==> config.mk <==
export PLATFORM = sky130hd
export DESIGN_NAME = dma_page_seq
export DESIGN_NICKNAME = d
export VERILOG_FILES = /design/src/rtl/dma_seq_pkg.sv /design/src/rtl/chunk_planner.sv /design/src/rtl/lane_pack.sv /design/src/rtl/dma_page_seq.sv
export SDC_FILE = /design/constraint.sdc
export NUM_CORES = 1
export LEC_CHECK = 0
export CAP_MARGIN = 20
export CELL_PAD_IN_SITES_DETAIL_PLACEMENT = 0
export CELL_PAD_IN_SITES_GLOBAL_PLACEMENT = 1
export CORE_MARGIN = 2
export CORE_UTILIZATION = 39
export CTS_CLUSTER_SIZE = 12
export DETAILED_ROUTE_END_ITERATION = 10
export GPL_TIMING_DRIVEN = 0
export PLACE_DENSITY_LB_ADDON = 0.2
export SLEW_MARGIN = 0
export SYNTH_ARGS = -nofsm -noshare
export SYNTH_HDL_FRONTEND = slang
export SYNTH_SLANG_ARGS = --single-unit
==> constraint.sdc <==
create_clock -name clk -period 4.85 [get_ports clk]
set_clock_uncertainty 0.15 [all_clocks]
set_input_delay 0.485 -clock clk [delete_from_list [all_inputs] [get_ports clk]]
set_output_delay 0.485 -clock clk [all_outputs]
set_load 0.02 [all_outputs]
==> src/rtl/dma_seq_pkg.sv <==
package dma_seq_pkg;
  typedef enum logic [1:0] {
    SZ_BYTE = 2'd0,
    SZ_WORD = 2'd1,
    SZ_LONG = 2'd2
  } acc_size_e;

  typedef enum logic [2:0] {
    ST_IDLE,
    ST_XLATE,
    ST_LOAD_LO,
    ST_LOAD_HI,
    ST_ACCESS,
    ST_STORE_HI
  } seq_state_e;
endpackage

==> src/rtl/chunk_planner.sv <==
// Sizes one page chunk and picks its access width from the translated page offset.
module chunk_planner
  import dma_seq_pkg::*;
#(
  parameter int CNT_W   = 17,
  parameter int PG_BITS = 9
) (
  input  logic [PG_BITS-1:0] page_off,
  input  logic [CNT_W-1:0]   remaining,
  output logic [CNT_W-1:0]   len,
  output acc_size_e          size
);
  localparam int PAGE_BYTES = 1 << PG_BITS;

  logic [CNT_W-1:0] room;

  always_comb begin
    room = CNT_W'(PAGE_BYTES) - CNT_W'(page_off);
    len  = (remaining < room) ? remaining : room;
    if (page_off[0] | len[0])      size = SZ_BYTE;
    else if (page_off[1] | len[1]) size = SZ_WORD;
    else                           size = SZ_LONG;
  end
endmodule

==> src/rtl/lane_pack.sv <==
// Moves bytes and half-words between buffer words and right-justified memory lanes.
module lane_pack
  import dma_seq_pkg::*;
(
  input  acc_size_e   size,
  input  logic        odd_pos,
  input  logic [15:0] wd_lo,
  input  logic [15:0] wd_hi,
  input  logic [15:0] rd_low,
  output logic [31:0] wdata,
  output logic [15:0] st_data,
  output logic [1:0]  st_be
);
  always_comb begin
    unique case (size)
      SZ_BYTE: wdata = {24'h0, (odd_pos ? wd_lo[15:8] : wd_lo[7:0])};
      SZ_WORD: wdata = {16'h0, wd_lo};
      default: wdata = {wd_hi, wd_lo};
    endcase
    if (size == SZ_BYTE) begin
      st_data = {rd_low[7:0], rd_low[7:0]};
      st_be   = odd_pos ? 2'b10 : 2'b01;
    end else begin
      st_data = rd_low;
      st_be   = 2'b11;
    end
  end
endmodule

==> src/rtl/dma_page_seq.sv <==
module dma_page_seq
  import dma_seq_pkg::*;
#(
  parameter int BA_W    = 18,
  parameter int PA_W    = 22,
  parameter int CNT_W   = 17,
  parameter int PG_BITS = 9
) (
  input  logic               clk,
  input  logic               rst_n,
  input  logic               start,
  input  logic               dir_wr,
  input  logic [BA_W-1:0]    bus_addr,
  input  logic [CNT_W-1:0]   byte_count,
  output logic               done,
  output logic [CNT_W-1:0]   residual,
  output logic               xl_req,
  output logic [BA_W-1:0]    xl_vaddr,
  input  logic               xl_ack,
  input  logic               xl_ok,
  input  logic [PA_W-1:0]    xl_paddr,
  output logic               mem_req,
  output logic               mem_we,
  output logic [1:0]         mem_size,
  output logic [PA_W-1:0]    mem_addr,
  output logic [31:0]        mem_wdata,
  input  logic               mem_ack,
  input  logic [31:0]        mem_rdata,
  output logic [CNT_W-2:0]   buf_addr,
  output logic               buf_we,
  output logic [1:0]         buf_be,
  output logic [15:0]        buf_wdata,
  input  logic [15:0]        buf_rdata
);
  localparam int BUF_AW = CNT_W - 1;

  seq_state_e       st_q;
  acc_size_e        size_q, plan_size;
  logic [CNT_W-1:0] cnt_q, pos_q, left_q, resid_q;
  logic [CNT_W-1:0] remaining, plan_len, step, pos_next, left_next;
  logic [BA_W-1:0]  base_q;
  logic [PA_W-1:0]  pa_q;
  logic             dir_q, done_q;
  logic [15:0]      lo_q, hi_q, st_data;
  logic [1:0]       st_be;
  logic [BUF_AW-1:0] buf_idx;
  logic             chunk_end, xfer_end;
  seq_state_e       adv_state;

  chunk_planner #(.CNT_W(CNT_W), .PG_BITS(PG_BITS)) u_plan (
    .page_off (xl_paddr[PG_BITS-1:0]),
    .remaining(remaining),
    .len      (plan_len),
    .size     (plan_size)
  );

  lane_pack u_lanes (
    .size   (size_q),
    .odd_pos(pos_q[0]),
    .wd_lo  (lo_q),
    .wd_hi  (hi_q),
    .rd_low (mem_rdata[15:0]),
    .wdata  (mem_wdata),
    .st_data(st_data),
    .st_be  (st_be)
  );

  always_comb begin
    remaining = cnt_q - pos_q;
    unique case (size_q)
      SZ_BYTE: step = CNT_W'(1);
      SZ_WORD: step = CNT_W'(2);
      default: step = CNT_W'(4);
    endcase
    pos_next  = pos_q + step;
    left_next = left_q - step;
    chunk_end = (left_next == '0);
    xfer_end  = (pos_next == cnt_q);
    if (chunk_end)  adv_state = xfer_end ? ST_IDLE : ST_XLATE;
    else if (dir_q) adv_state = ST_LOAD_LO;
    else            adv_state = ST_ACCESS;
  end

  assign buf_idx   = pos_q[CNT_W-1:1];
  assign buf_addr  = (st_q == ST_LOAD_HI || st_q == ST_STORE_HI) ? buf_idx + 1'b1 : buf_idx;
  assign buf_we    = (st_q == ST_ACCESS && mem_ack && !dir_q) || (st_q == ST_STORE_HI);
  assign buf_wdata = (st_q == ST_STORE_HI) ? hi_q : st_data;
  assign buf_be    = (st_q == ST_STORE_HI) ? 2'b11 : st_be;

  assign xl_req    = (st_q == ST_XLATE);
  assign xl_vaddr  = base_q + BA_W'(pos_q);
  assign mem_req   = (st_q == ST_ACCESS);
  assign mem_we    = dir_q;
  assign mem_size  = size_q;
  assign mem_addr  = pa_q;
  assign done      = done_q;
  assign residual  = resid_q;

  always_ff @(posedge clk or negedge rst_n) begin
    if (!rst_n) begin
      st_q    <= ST_IDLE;
      size_q  <= SZ_BYTE;
      cnt_q   <= '0;
      pos_q   <= '0;
      left_q  <= '0;
      resid_q <= '0;
      base_q  <= '0;
      pa_q    <= '0;
      dir_q   <= 1'b0;
      done_q  <= 1'b0;
      lo_q    <= '0;
      hi_q    <= '0;
    end else begin
      done_q <= 1'b0;
      unique case (st_q)
        ST_IDLE: if (start) begin
          cnt_q  <= {byte_count[CNT_W-1:1], 1'b0};
          base_q <= bus_addr;
          dir_q  <= dir_wr;
          pos_q  <= '0;
          if (byte_count[CNT_W-1:1] == '0) begin
            done_q  <= 1'b1;
            resid_q <= '0;
          end else begin
            st_q <= ST_XLATE;
          end
        end
        ST_XLATE: if (xl_ack) begin
          if (!xl_ok) begin
            done_q  <= 1'b1;
            resid_q <= remaining;
            st_q    <= ST_IDLE;
          end else begin
            pa_q   <= xl_paddr;
            left_q <= plan_len;
            size_q <= plan_size;
            st_q   <= dir_q ? ST_LOAD_LO : ST_ACCESS;
          end
        end
        ST_LOAD_LO: begin
          lo_q <= buf_rdata;
          st_q <= (size_q == SZ_LONG) ? ST_LOAD_HI : ST_ACCESS;
        end
        ST_LOAD_HI: begin
          hi_q <= buf_rdata;
          st_q <= ST_ACCESS;
        end
        default: begin
          if (st_q == ST_ACCESS && !mem_ack) begin
            st_q <= ST_ACCESS;
          end else if (st_q == ST_ACCESS && !dir_q && size_q == SZ_LONG) begin
            hi_q <= mem_rdata[31:16];
            st_q <= ST_STORE_HI;
          end else begin
            pos_q  <= pos_next;
            pa_q   <= pa_q + PA_W'(step);
            left_q <= left_next;
            st_q   <= adv_state;
            if (chunk_end && xfer_end) begin
              done_q  <= 1'b1;
              resid_q <= '0;
            end
          end
        end
      endcase
    end
  end
endmodule

======== Yosys cells after proc, flatten, opt, wreduce, memory -nomap -nowiden ========
Cells that the tools add are included.
cells by class
  add/subtract/negate cells ............... 7
  magnitude comparators ................... 1
  eq/ne operators ......................... 21
  multiplexer cells ....................... 56
  bitwise operators ....................... 6
  reductions and logical operators ........ 27
operators with widths
  kind                                                                 count
  17-bit 2-to-1 mux                                                    15
  22-bit 2-to-1 mux                                                    4
  16-bit 2-to-1 mux                                                    5
  17-bit one-hot mux with 2 select lines                               2
  32-bit one-hot mux with 2 select lines                               1
  17-bit one-hot mux with 3 select lines                               1
  22-bit one-hot mux with 2 select lines                               1
  17-bit subtractor                                                    2
  16-bit one-hot mux with 2 select lines                               1
  3-bit 2-to-1 mux                                                     9
  22-bit by 17-bit adder with 22-bit output                            1
  18-bit by 17-bit adder with 18-bit output                            1
  17-bit adder                                                         1
  17-bit == test                                                       1
  17-bit logical NOT                                                   1
  17-bit < comparator                                                  1
  16-bit by 1-bit adder with 16-bit output, second input constant      1
  16-bit logical NOT                                                   1
  2-bit inequality test, second input constant                         7
  3-bit one-hot mux with 4 select lines                                1
  10-bit by 9-bit subtractor with 11-bit output, first input constant  1
  2-bit 2-to-1 mux                                                     5
  3-bit AND reduction                                                  3
  3-bit OR reduction                                                   3
  25 further kinds                                                     49
storage, ports and cells
  register bits ........................... 146
  bits of input ports ..................... 112
  output and inout port bits .............. 130
  word-level logic and storage cells ...... 130

======== Longest topological paths before layout ========
  depth after elaboration ................. 9
  gate-level depth with buffers ........... 20
  depth with buffers taken out ............ 18

======== By module ========
A second synthesis with hierarchy kept.
unflattened totals
  cell total of the unflattened synthesis .. 1,197
  area, all modules ....................... 10,667.7 um^2
by module, submodules not included
  module         times used  cells each  area an instance (um^2)  seq. area each (um^2)
  dma_page_seq   1           1,058       9,581.7                  3,653.5
  chunk_planner  1           84          629.4                    0.0
  lane_pack      1           55          456.7                    0.0

======== Worst setup path before layout ========
Ideal clock, no wire load.
  kind .................................... register to register
  start ................................... register size_q[1], in the netlist mem_size[1]
  end ..................................... register resid_q[10], in the netlist residual[10]
  library setup time ...................... 125 ps
  data arrival time ....................... 4,089 ps
  data required time ...................... 4,575 ps
  setup slack ............................. 486 ps
  cell stages (with the launch flop) ...... 16
  buffers on the path ..................... 3
  period minus slack after synthesis ...... 4,364 ps
  path through ............................ dfrtp_1 > buf_2 > nor2_1 > clkbuf_1 > ha_1 > ha_1 > a21o_1 > a21oi_1 > nor4_2 > xnor2_1 > nor4_1 > and4_1 > o2111ai_2 > o21ai_4 > buf_12 > mux2_4
on the way
  cells in the longest elaborated chain, start to end .. 7
  elaborated cells on any way between the ends .. 13
  classes of those cells .................. add/sub (2); eq/ne (4); mux (1); reduce/logical (6)
RTL lines
  what                                                                                  RTL line                                source
  start: declaration                                                                    dma_page_seq.sv:38                      acc_size_e size_q, plan_size;
  start signal: assignment                                                              dma_page_seq.sv:136                     size_q <= plan_size;
  2-bit by 1-bit == test with 1-bit output / 2-bit logical NOT (equally long branches)  dma_page_seq.sv:70                      unique case (size_q)
  3-bit one-hot mux with 2 select lines                                                 dma_page_seq.sv:70
  17-bit adder / 17-bit subtractor (equally long branches)                              dma_page_seq.sv:75, dma_page_seq.sv:76
  17-bit == test / 17-bit logical NOT (equally long branches)                           dma_page_seq.sv:78, dma_page_seq.sv:77
  1-bit logical AND                                                                     dma_page_seq.sv:159                     if (chunk_end && xfer_end) begin
  3-bit nonzero test (no line)                                                          n/a
  8-bit AND reduction (no line) *                                                       n/a
  end signal: assignment                                                                dma_page_seq.sv:131                     resid_q <= remaining;
  end: declaration                                                                      dma_page_seq.sv:39                      logic [CNT_W-1:0] cnt_q, pos_q, left_q, resid_q;
Mark *: on every way between the ends. The rest lies on a longest branch, timed or not.
A chain may end at the register's enable or synchronous reset.

======== Worst setup path after layout ========
  start ................................... register pos_q[2]
  end ..................................... register size_q[0], in the netlist mem_size[0]
on the way
  cells in the longest elaborated chain, start to end .. 6
  elaborated cells on any way between the ends .. 7
  classes of those cells .................. add/sub (1); order compare (1); mux (3); bitwise (2)
RTL lines
  what                      RTL line             source
  start: declaration        dma_page_seq.sv:39
  start signal: assignment  dma_page_seq.sv:155  pos_q <= pos_next;
  17-bit subtractor *       dma_page_seq.sv:69   remaining = cnt_q - pos_q;
  17-bit < comparator *     chunk_planner.sv:19  len = (remaining < room) ? remaining : room;
  17-bit 2-to-1 mux *       chunk_planner.sv:19
  1-bit bitwise OR          chunk_planner.sv:21  else if (page_off[1] | len[1]) size = SZ_WORD;
  2-bit 2-to-1 mux          chunk_planner.sv:21
  2-bit 2-to-1 mux *        chunk_planner.sv:20  if (page_off[0] | len[0]) size = SZ_BYTE;
Marked as above.

==> results.cfg <==
[power]
pwr-share-comb = 0.628
p_leak_nw = 5.98
peakVddDrop_mv = 0.302
switchingPower_mw = 4.49
pwr-share-clk = 0.136
power_density_mw_per_mm2 = 666
seq_power_share = 0.236
p_sw_frac = 0.473
p_int_mw = 5.01

[worst_setup_path]
crit_type = flip-flop to flip-flop
r2r-end = mem_size[0]
slowest_stage = or4_1
worstPathCellList = buf_2 > inv_1 > ha_1 > o21a_1 > o31a_1 > o41a_1 > a21o_1 > a21o_1 > a21oi_2 > xor2_2 > inv_1 > ha_1 > and3_1 > nand4_1 > nand2_1 > or4_1 > buf_2 > o21ai_0 > a32oi_1
r2r_slack_ns = 0.21
critPathArrivalTime_ns = 4.80
crit_required_ns = 5.01
cp_max_fo = 10
worstRegToRegCells = 19
crit_buf_inv = 4
endpoint_kind = flip-flop
rr_startpoint = pos_q[2]
max_stage_delay_ns = 0.46
worst_setup_path_start_kind = flip-flop
critPathTopFamily = compound AO/OA/AOI/OAI gates

[cts]
cts_root_buf = clkbuf_16
cts_num_sinks = 146
cts_buffer_depth = 2
cts_tree = done
clkLatencyLatePin_ns = 0.44
cts_buffers = 17
htree_levels = 4
path_clk_slew_ns = 0.07

[synthesis]
syn_avg_cell_area_um2 = 8.86
synth_seq_cells = 146
synth_top_cell_area_share = 0.341
ys_seq_area_frac = 0.341
syn_area_mm2 = 0.0107
synthFlopType = dfrtp_1
yosys-top-cells-area = dfrtp_1, mux2_2, ha_1
synth_async_sr_flop_share = 1.00
synth_area_leader_cell = dfrtp_1
synth_fp_nets = 1372
yosys_warnings = 0
synth-edff-count = 0
syn_inst = 1208
ys_types = 78

[timing]
maxSlewHeadroom = 0.368
finalCritPeriodShare = 0.957
tightest_slew_ns = 0.940
rsz0062_at_grt = no
slew_violations = 0
fmax_mhz = 215
fin_hold_ws_ns = 0.349
hold_violations = 0
min_period_ns = 4.64
finalSetupViolCount = 0

[finish]
diodes = 0
num-nets-final = 1641
drive_above_1_share = 0.109
stdcell_area_mm2 = 0.0143
mostFrequentLayoutCells = clkdlybuf4s50_1, dfrtp_1, nand2_1, nor2_1, a21oi_1
area_growth_pct = 33.2
nFillCells = 2546
layout_commonest_cell = clkdlybuf4s50_1

[run_status]
status = completed

[drt]
drtIter0Drc = 820
ant_nets = 0
vias_per_cell = 5.55
drc = 0
wl_per_cell_um = 19.7
vias = 10200
drt_wl_total_mm = 36.0
firstDrtPassIters = 6

[placed_design]
dp_hpwl_mm = 27.4
routabilityCongestion = 0.904
postPlaceCellArea_mm2 = 0.0136
port_buffers = 240

[hold_path]
hold_class = primary input to asynchronous set/reset pin

[grt]
use_met2 = 0.415
met1_usage = 0.338
grt_pass1_vias = 9997
grt_first_pass_wirelength_mm = 55.8
grt_overflow_total = 0
top_usage_layer = met2
met3_usage = 0.0455
antenna_found_initial = 0
grt_usage = 0.250
grt_max_degree = 111

[floorplanning]
dieArea_mm2 = 0.0288
start_util = 0.397
rows = 60
die_w_um = 170
ios = 242
fp.dieH_um = 170
core_area_mm2 = 0.0270

[job]
drv_cap = 0
routing by layer:
layer	share of wire	vias to the layer above	wire [µm]
li1	-	4877	-
met1	0.45	4938	16200
met2	0.47	317	17100
met3	0.061	31	2200
met4	0.015	0	524
met5	0	-	0
power groups by stage:
stage	Sequential, mW	Combinational, mW	Clock, mW
2_1_floorplan	2.27	3.64	0
3_3_place_gp	2.25	5.80	0
3_5_place_dp	2.25	5.85	0
4_1_cts	2.24	5.90	1.31
5_1_grt	2.33	6.50	1.36
6_report	2.24	5.97	1.29
registers in the layout (all words and copies together), names as in the netlist:
register  flops
lo_q         16
cnt_q        16
pos_q        17
base_q       18
hi_q         16
left_q       17
mem_we        1
st_q          3
done          1
mem_addr     22
mem_size      2
residual     17
cell type report:
cell class / instances / area, µm² / share of cell area
Timing Repair Buffer: 250 / 2530 / 0.177
Clock inverter: 15 / 125 / 0.00877
Sequential cell: 146 / 3650 / 0.256
Tap cell: 341 / 427 / 0.0299
Buffer: 61 / 278 / 0.0195
Clock buffer: 17 / 425 / 0.0298
Inverter: 55 / 210 / 0.0147
Multi-Input combinational cell: 946 / 6610 / 0.464
repair_timing:
action | 4_1_cts | 5_1_grt
setup buffers | 3 | 4
hold endpoints to repair | 36 | 0
gates resized for setup | 5 | 15
endpoints found under the setup margin | 25 | 30
pin swaps | 1 | 3
hold buffers | 1 | 0
per-stage QoR:
stage	worst slack, ns	power [mW]	cells	setup TNS (ns)	utilization
after floorplan	0.486	5.90	1208	0	-
after global placement	-3.41	8.05	1789	-509.03	0.502
after detailed placement	-0.913	8.09	1791	-14.55	0.503
after CTS	0.0314	9.45	1827	0	0.526
after global routing	0.0113	10.2	1831	0	0.529
final	0.207	9.50	1831	0	0.529
logic make-up after synthesis:
group | share of synthesized area
xor+xnor | 0.0679
compound gates | 0.174
buf+inv | 0.0447
fa+ha+maj | 0.0642
simple gates | 0.192
flops | 0.341
mux | 0.116
worst max path at each step:
stage | slack, ns | cells past startpoint | startpoint | end
3_5_place_dp | -0.91 | 15 | mem_size[1] | residual[10]
5_1_grt | 0.01 | 19 | pos_q[2] | mem_size[0]
6_report | 0.21 | 19 | pos_q[2] | mem_size[0]
4_1_cts | 0.03 | 19 | pos_q[1] | left_q[9]
3_3_place_gp | -3.41 | 1 | rst_n | lo_q[14]
2_1_floorplan | 0.49 | 15 | mem_size[1] | residual[10]
synthesized netlist by cell type, drive strengths merged (9+ instances only):
library cell / n
o31ai: 9
clkbuf: 44
o21ai: 81
o21a: 11
nand3: 39
nor2b: 15
mux2: 77
ha: 50
nand2: 103
buf: 17
a21o: 16
xnor2: 64
mux2i: 36
xor2: 19
a21oi: 86
nand4: 15
nand2b: 13
dfrtp: 146
nor2: 105
nor4: 17
or3: 12
inv: 55
and2: 20
and3: 13
nor3: 31
(Power assumes the default switching activity.)
